### src/rtl/gpb_pkg.sv
`timescale 1ns/1ps
package gpb_pkg;
    localparam int MODE_W = 3;

    typedef enum logic [MODE_W-1:0] {
        DM_STRONG  = 3'd0,
        DM_OD_HI   = 3'd1,
        DM_OD_LO   = 3'd2,
        DM_PULL_UP = 3'd3,
        DM_PULL_DN = 3'd4,
        DM_PULL_UD = 3'd5,
        DM_HIZ_DIG = 3'd6,
        DM_HIZ_ANA = 3'd7
    } drv_mode_e;

    typedef enum logic [1:0] {
        ST_INIT = 2'd0,
        ST_IDLE = 2'd1,
        ST_ACK  = 2'd2
    } bus_state_e;
endpackage

### src/rtl/gpb_sync.sv
`timescale 1ns/1ps
module gpb_sync #(
    parameter int WIDTH  = 24,
    parameter int STAGES = 2
) (
    input  logic             clk,
    input  logic             rst_n,
    input  logic [WIDTH-1:0] d,
    output logic [WIDTH-1:0] q
);
    logic [WIDTH-1:0] stg [STAGES];

    generate
        for (genvar s = 0; s < STAGES; s++) begin : g_stage
            if (s == 0) begin : g_first
                always_ff @(posedge clk or negedge rst_n) begin
                    if (!rst_n) stg[0] <= '0;
                    else        stg[0] <= d;
                end
            end else begin : g_next
                always_ff @(posedge clk or negedge rst_n) begin
                    if (!rst_n) stg[s] <= '0;
                    else        stg[s] <= stg[s-1];
                end
            end
        end
    endgenerate

    assign q = stg[STAGES-1];
endmodule

### src/rtl/gpb_pad_ctrl.sv
`timescale 1ns/1ps
module gpb_pad_ctrl
    import gpb_pkg::*;
#(
    parameter int NPIN = 24
) (
    input  logic [NPIN-1:0]        dir_in,
    input  logic [NPIN-1:0]        dout,
    input  logic [NPIN*MODE_W-1:0] mode,
    output logic [NPIN-1:0]        oe,
    output logic [NPIN-1:0]        pu,
    output logic [NPIN-1:0]        pd,
    output logic [NPIN-1:0]        analog
);
    generate
        for (genvar i = 0; i < NPIN; i++) begin : g_pin
            drv_mode_e m;
            logic      drv;
            assign m = drv_mode_e'(mode[i*MODE_W +: MODE_W]);

            always_comb begin
                drv       = 1'b0;
                pu[i]     = 1'b0;
                pd[i]     = 1'b0;
                analog[i] = 1'b0;
                unique case (m)
                    DM_STRONG:  drv = 1'b1;
                    DM_OD_HI:   drv = dout[i];
                    DM_OD_LO:   drv = ~dout[i];
                    DM_PULL_UP: begin drv = ~dout[i]; pu[i] = 1'b1; end
                    DM_PULL_DN: begin drv = dout[i];  pd[i] = 1'b1; end
                    DM_PULL_UD: begin pu[i] = 1'b1; pd[i] = 1'b1; end
                    DM_HIZ_DIG: drv = 1'b0;
                    DM_HIZ_ANA: analog[i] = 1'b1;
                endcase
                oe[i] = drv & ~dir_in[i];
            end
        end
    endgenerate
endmodule

### src/rtl/gpio_bank.sv
`timescale 1ns/1ps
module gpio_bank
    import gpb_pkg::*;
#(
    parameter int PORTS         = 3,
    parameter int PINS_PER_PORT = 8,
    parameter int LEDS          = 2
) (
    input  logic                                    clk,
    input  logic                                    rst_n,
    input  logic                                    bus_req,
    input  logic                                    bus_we,
    input  logic [$clog2(2+PORTS)-1:0]              bus_addr,
    input  logic [31:0]                             bus_wdata,
    output logic [31:0]                             bus_rdata,
    output logic                                    bus_ack,
    input  logic [PORTS*PINS_PER_PORT-1:0]          pin_in,
    output logic [PORTS*PINS_PER_PORT-1:0]          pin_oe,
    output logic [PORTS*PINS_PER_PORT-1:0]          pin_out,
    output logic [PORTS*PINS_PER_PORT-1:0]          pin_pu,
    output logic [PORTS*PINS_PER_PORT-1:0]          pin_pd,
    input  logic [LEDS-1:0]                         led_drv,
    input  logic [PORTS*PINS_PER_PORT*MODE_W-1:0]   mode_default
);
    localparam int WORD_W     = 32;
    localparam int NPIN       = PORTS * PINS_PER_PORT;
    localparam int MODE_REG_W = PINS_PER_PORT * MODE_W;
    localparam int LED_LSB    = WORD_W - LEDS;
    localparam int ADDR_W     = $clog2(2 + PORTS);
    localparam logic [ADDR_W-1:0] ADDR_DIR  = ADDR_W'(0);
    localparam logic [ADDR_W-1:0] ADDR_DATA = ADDR_W'(1);
    localparam int ADDR_MODE0 = 2;

    bus_state_e                 state_q, state_nx;
    logic [NPIN-1:0]            dir_q, data_q, sync_q, analog_mask, in_live;
    logic [NPIN*MODE_W-1:0]     mode_q;
    logic [WORD_W-1:0]          rd_word;
    logic                       accept;
    logic                       unused_wdata;

    assign unused_wdata = ^bus_wdata[WORD_W-1:NPIN];
    assign accept = (state_q == ST_IDLE) && bus_req;

    // state register
    always_ff @(posedge clk or negedge rst_n) begin
        if (!rst_n) state_q <= ST_INIT;
        else        state_q <= state_nx;
    end

    always_comb begin
        state_nx = state_q;
        unique case (state_q)
            ST_INIT: state_nx = ST_IDLE;
            ST_IDLE: if (bus_req) state_nx = ST_ACK;
            ST_ACK:  state_nx = ST_IDLE;
            default: state_nx = ST_INIT;
        endcase
    end

    // configuration registers
    always_ff @(posedge clk or negedge rst_n) begin
        if (!rst_n) begin
            dir_q  <= '1;
            data_q <= '0;
            mode_q <= '0;
        end else if (state_q == ST_INIT) begin
            mode_q <= mode_default;
        end else if (accept && bus_we) begin
            if (bus_addr == ADDR_DIR)  dir_q  <= bus_wdata[NPIN-1:0];
            if (bus_addr == ADDR_DATA) data_q <= bus_wdata[NPIN-1:0];
            for (int p = 0; p < PORTS; p++) begin
                if (bus_addr == ADDR_W'(ADDR_MODE0 + p))
                    mode_q[p*MODE_REG_W +: MODE_REG_W] <= bus_wdata[MODE_REG_W-1:0];
            end
        end
    end

    gpb_sync #(.WIDTH(NPIN), .STAGES(2)) u_sync (
        .clk(clk), .rst_n(rst_n), .d(pin_in), .q(sync_q)
    );

    gpb_pad_ctrl #(.NPIN(NPIN)) u_pad (
        .dir_in(dir_q), .dout(data_q), .mode(mode_q),
        .oe(pin_oe), .pu(pin_pu), .pd(pin_pd), .analog(analog_mask)
    );

    assign pin_out = data_q;
    assign in_live = sync_q & ~analog_mask;

    always_comb begin
        rd_word = '0;
        if (bus_addr == ADDR_DIR) begin
            rd_word[NPIN-1:0]          = dir_q;
            rd_word[WORD_W-1:LED_LSB]  = led_drv;
        end else if (bus_addr == ADDR_DATA) begin
            rd_word[NPIN-1:0]          = (dir_q & in_live) | (~dir_q & data_q);
            rd_word[WORD_W-1:LED_LSB]  = led_drv;
        end else begin
            for (int p = 0; p < PORTS; p++) begin
                if (bus_addr == ADDR_W'(ADDR_MODE0 + p))
                    rd_word[MODE_REG_W-1:0] = mode_q[p*MODE_REG_W +: MODE_REG_W];
            end
        end
    end

    // output process: acknowledge and read data
    always_ff @(posedge clk or negedge rst_n) begin
        if (!rst_n) begin
            bus_ack   <= 1'b0;
            bus_rdata <= '0;
        end else begin
            bus_ack <= accept;
            if (accept) bus_rdata <= rd_word;
        end
    end

    // acknowledge lasts a single cycle
    p_ack_pulse_r11: assert property (@(posedge clk) disable iff (!rst_n)
        bus_ack |=> !bus_ack);

    // unused gap reads zero
    p_gap_zero_r5: assert property (@(posedge clk) disable iff (!rst_n)
        bus_ack |-> (bus_rdata[29:24] == 6'd0));

    // an input pin is never driven
    p_input_no_drive_r3: assert property (@(posedge clk) disable iff (!rst_n)
        (pin_oe & dir_q) == '0);

    // a direction write lands in the following cycle
    p_dir_write_r3: assert property (@(posedge clk) disable iff (!rst_n)
        (accept && bus_we && bus_addr == ADDR_DIR) |=> (dir_q == $past(bus_wdata[NPIN-1:0])));

    // modes load from the default input, and no access is taken in ST_INIT
    p_mode_load_r10: assert property (@(posedge clk) disable iff (!rst_n)
        (state_q == ST_INIT) |=> (mode_q == $past(mode_default)));
    p_init_no_ack_r10: assert property (@(posedge clk) disable iff (!rst_n)
        (state_q == ST_INIT) |=> !bus_ack);

    // analog mode neither drives nor pulls
    p_analog_quiet_r8: assert property (@(posedge clk) disable iff (!rst_n)
        (analog_mask & (pin_oe | pin_pu | pin_pd)) == '0);
endmodule

### config.mk
export PLATFORM = sky130hd
export DESIGN_NAME = gpio_bank
export DESIGN_NICKNAME = d
export VERILOG_FILES = /design/src/rtl/gpb_pkg.sv /design/src/rtl/gpb_sync.sv /design/src/rtl/gpb_pad_ctrl.sv /design/src/rtl/gpio_bank.sv
export SDC_FILE = /design/constraint.sdc
export NUM_CORES = 1
export LEC_CHECK = 0
export BUFFER_PORTS_ARGS = -buffer_cell sky130_fd_sc_hd__clkbuf_2
export CAP_MARGIN = 15
export CORE_UTILIZATION = 55
export DETAILED_ROUTE_END_ITERATION = 10
export PLACE_DENSITY = 0.93
export SYNTH_ARGS = -nofsm -noshare
export SYNTH_HDL_FRONTEND = slang
export SYNTH_SLANG_ARGS = --single-unit
### constraint.sdc
create_clock -name clk -period 3.7 [get_ports clk]
set_input_delay 0.74 -clock clk [delete_from_list [all_inputs] [get_ports clk]]
set_output_delay 0.74 -clock clk [all_outputs]
set_load 0.05 [all_outputs]
==> reports/qor.json <==
{
  "status": "finished clean",
  "yosysSeqAreaShare_pct": 51.0,
  "detail_route.wl_per_cell_um": 22.9,
  "synth-simple-area-share_pct": 18.1,
  "endpoint_kind": "output pin",
  "final_design_area_no_fill_um2": 11800,
  "post_synth_num_cell_types": 52,
  "std_cell_rows": 48,
  "max_buffers_root_to_sink": 2,
  "kind_of_start_point_of_the_critical_path": "register",
  "h-tree-depth": 4,
  "timing.final.crit_share_pct": 74.7,
  "timing.max_cap.violations": 0,
  "netlist_area_um2": 9720,
  "synth.yosys.warnings": 0,
  "io-pin-count": 266,
  "switching_pwr_w": 0.00441,
  "synth-edff-count": 0,
  "grt.total_usage_pct": 37.8,
  "ctsHoldBuffers": 0,
  "layout_net_count": 1371,
  "worst-r2r-setup-slack_ps": 1560,
  "cts_num_sinks": 197,
  "timing.hold.worst.start": "u_sync.stg[35]$_DFF_PN0_",
  "postSynthRegisterBits": 197,
  "clock_power_share_pct": 22.8,
  "worst_hold_path.num_cells": 0,
  "worst_hold_path.endpoint": "u_sync.q[11]$_DFF_PN0_",
  "synth-xor-area-share_pct": 0.901,
  "route.detailed.drc": 0,
  "r2r-start": "state_q[1]$_DFFE_PN0P_",
  "critPathMostFrequentCell": "sky130_fd_sc_hd__a211oi_1",
  "critPathSlowestCell": "sky130_fd_sc_hd__dfrtp_1",
  "power.ir.vdd_worst_uv": 618,
  "power_frac_comb_pct": 40.8,
  "design.core.area_um2": 17300,
  "fin_worst_hold_slack_ps": 348,
  "grt_pass1_wl_mm": 51.3,
  "fin_tns_setup_ps": 0,
  "ant_nets": 0,
  "wp_buf_inv": 2,
  "grt_max_degree": 100,
  "post_synth_mux_area_share_pct": 7.86,
  "number_of_buffer_cells_added_on_primary_ports": 251,
  "routabilityCongestion": 0.876,
  "worst_slew_pin_slew_ps": 989,
  "drt_wl_total_mm": 33.7,
  "clock-skew-final_ps": 8.17,
  "clock_tree_from_tritoncts": "done",
  "max_slew_margin_pct": 34.1,
  "dominant_delay_contributor_by_cell_family_on_the_critical_path": "compound AO/OA/AOI/OAI gates",
  "insertion_delay_ps": 440,
  "grt_remaining_overflow": 0,
  "dieArea_um2": 18200,
  "number_of_global_route_vias_before_repair": 9370,
  "p_per_area_nw_per_um2": 808,
  "grt_antenna_before_repair": 1,
  "drt_iter0_markers": 1046,
  "path_cells": "inv_1, a211oi_1, a21oi_1, a211oi_1, clkbuf_2",
  "postSynthCellCount": 1004,
  "post_detailed_route_via_to_cell_ratio": 6.53,
  "critical_path_maximum_fanout": 5,
  "post_route_cells_drive_above_1_share_pct": 28.5,
  "setup_viol_count_final": 0,
  "setup.worst_path.start": "mode_q[49]$_DFFE_PN0P_",
  "min_path_type": "register to register",
  "floorplan.die.height_um": 135,
  "starting_density_of_the_core_pct": 56.2,
  "clk_root_buffer_cell": "sky130_fd_sc_hd__clkbuf_16",
  "cts_made_buffers": 17,
  "required_ps": 2960,
  "crit_arrival_ps": 2020,
  "first_pass_drt_iterations": 6,
  "setup_repair_after_global_routing_missed_its_margin": "false",
  "postCtsSetupRepairBufs": 0,
  "synth_compound_gate_area_share_pct": 17.6,
  "area_growth_syn_to_layout_pct": 21.4,
  "cpPeakStageDelay_ps": 490,
  "report.final.hold_viol_count": 0,
  "synth_async_sr_flop_share_pct": 100,
  "adder_cell_fraction_of_synth_area_pct": 0,
  "combinational_family_with_the_most_area_after_synthesis": "simple AND/OR/NAND/NOR gates",
  "swShare_pct": 46.3,
  "dominantRegCellSynth": "sky130_fd_sc_hd__dfrtp_1",
  "internal_dissipation_w": 0.00512,
  "report.final.slew_viol_count": 0,
  "reg2reg_to": "dir_q[4]$_DFFE_PN1P_",
  "post_cts_resized": 0,
  "pwr-share-seq_pct": 36.4,
  "path_class": "register to output pin",
  "dieWidth_um": 135,
  "hpwlAfterDp_mm": 22.1,
  "total_number_of_vias": 9621,
  "r2r_cells": 3,
  "detailed_place.area_um2": 11100,
  "leakage_nw": 5.58,
  "maxClockFrequency_ghz": 0.362,
  "clk_pin_slew_ps": 70,
  "syn_avg_cell_area_um2": 9.69,
  "post-route-min-period_ps": 2760
}
==> metrics by stage <==
stage | utilization, % | setup WS (ps) | cells | power (W)
2_1_floorplan | - | 312 | 1009 | 0.00614
3_3_place_gp | 64.3 | 863 | 1440 | 0.00715
3_5_place_dp | 64.3 | 781 | 1440 | 0.00729
4_1_cts | 68.2 | 943 | 1472 | 0.00947
5_1_grt | 68.2 | 823 | 1472 | 0.00987
6_report | 68.3 | 937 | 1473 | 0.00953
==> power by group through the flow <==
| stage | clock network [W] | registers (W) | logic [W] |
|---|---|---|---|
| 2_1_floorplan | 0 | 0.00377 | 0.00237 |
| 3_5_place_dp | 0 | 0.00345 | 0.00384 |
| 3_3_place_gp | 0 | 0.00341 | 0.00374 |
| 6_report | 0.00218 | 0.00347 | 0.00389 |
| 4_1_cts | 0.00218 | 0.00343 | 0.00387 |
| 5_1_grt | 0.00225 | 0.00353 | 0.00409 |
==> cell families (layout without fill, tap and decap cells) <==
family | count (synthesis) | in the layout
xor+xnor | 10 | 10
buf+inv | 86 | 324
mux | 69 | 69
flops | 197 | 197
compound gates | 253 | 253
other cells | 1 | 7
simple gates | 388 | 388
==> sequential cells by signal (all words and copies together) (netlist names) <==
register / flops
u_sync.q: 24
u_sync.stg: 24
pin_out: 24
bus_rdata: 26
state_q: 2
mode_q: 72
bus_ack: 1
dir_q: 24
==> final cells by class <==
cell class	count	area, um2
diodes	1	2.50
clock inverters	13	253
fillers	1266	5490
well taps	225	282
clock buffers	19	433
multi-input cells	726	4370
inverters	24	90.1
repair buffers	268	1420
flip-flops and latches	197	4960
==> how the worst max path moves through the flow <==
stage	end	slack, ps	cells past startpoint
after floorplan	pin_oe[12]	310	2
after global placement	mode_q[36]$_DFFE_PN0P_	860	5
after detailed placement	mode_q[1]$_DFFE_PN0P_	780	5
after CTS	pin_oe[16]	940	5
after global routing	pin_oe[16]	820	5
final	pin_oe[16]	940	5
==> synthesized netlist by cell type, types with 14 or more instances <==
cell type	count	area share, %
sky130_fd_sc_hd__mux2_1	40	4.6
sky130_fd_sc_hd__o21ai_0	24	1.2
sky130_fd_sc_hd__nor2_1	110	4.2
sky130_fd_sc_hd__buf_2	19	0.98
sky130_fd_sc_hd__a21oi_1	23	1.2
sky130_fd_sc_hd__mux2_2	19	2.2
sky130_fd_sc_hd__dfstp_2	24	6.5
sky130_fd_sc_hd__nand2_1	174	6.7
sky130_fd_sc_hd__o21a_1	15	1.2
sky130_fd_sc_hd__a211oi_1	30	2.3
sky130_fd_sc_hd__buf_4	14	1.1
sky130_fd_sc_hd__dfrtp_1	173	45
sky130_fd_sc_hd__nor2b_1	40	2.6
sky130_fd_sc_hd__a31oi_1	84	5.4
sky130_fd_sc_hd__nand3_1	14	0.72
sky130_fd_sc_hd__inv_1	23	0.89
sky130_fd_sc_hd__clkbuf_1	21	0.81
sky130_fd_sc_hd__a221oi_1	20	1.8
==> cell usage in the layout (no fill, tap or decap), types with 5 or more instances in the layout <==
cell	n
sky130_fd_sc_hd__nor3_1	10
sky130_fd_sc_hd__buf_4	15
sky130_fd_sc_hd__a31oi_1	84
sky130_fd_sc_hd__a221oi_1	20
sky130_fd_sc_hd__nor3b_1	7
sky130_fd_sc_hd__a2111oi_1	10
sky130_fd_sc_hd__a211oi_1	30
sky130_fd_sc_hd__clkbuf_16	17
sky130_fd_sc_hd__nor2b_1	40
sky130_fd_sc_hd__xnor2_1	10
sky130_fd_sc_hd__nor2_1	110
sky130_fd_sc_hd__mux2_2	19
sky130_fd_sc_hd__o21a_1	15
sky130_fd_sc_hd__clkbuf_2	250
sky130_fd_sc_hd__nand3_1	14
sky130_fd_sc_hd__mux2i_1	10
sky130_fd_sc_hd__dfstp_2	24
sky130_fd_sc_hd__dfrtp_1	173
sky130_fd_sc_hd__mux2_1	40
sky130_fd_sc_hd__a21boi_0	10
sky130_fd_sc_hd__conb_1	6
sky130_fd_sc_hd__nand2_1	174
sky130_fd_sc_hd__o21ai_0	24
sky130_fd_sc_hd__a22o_1	7
sky130_fd_sc_hd__o22ai_1	12
sky130_fd_sc_hd__bufinv_16	7
sky130_fd_sc_hd__nand4_1	10
sky130_fd_sc_hd__nand2b_1	5
sky130_fd_sc_hd__o21ai_1	5
sky130_fd_sc_hd__a21oi_1	23
sky130_fd_sc_hd__o221ai_1	7
sky130_fd_sc_hd__inv_1	23
==> routing by layer <==
| metal | vias up | routed length [um] | track usage [%] |
|---|---|---|---|
| met1 | 4627 | 12300 | 47.0 |
| met5 | - | 0 | 0 |
| met3 | 173 | 3850 | 10.8 |
| li1 | 4047 | - | - |
| met4 | 0 | 1840 | 19.0 |
| met2 | 774 | 15700 | 60.5 |
(Power assumes the default switching activity.)
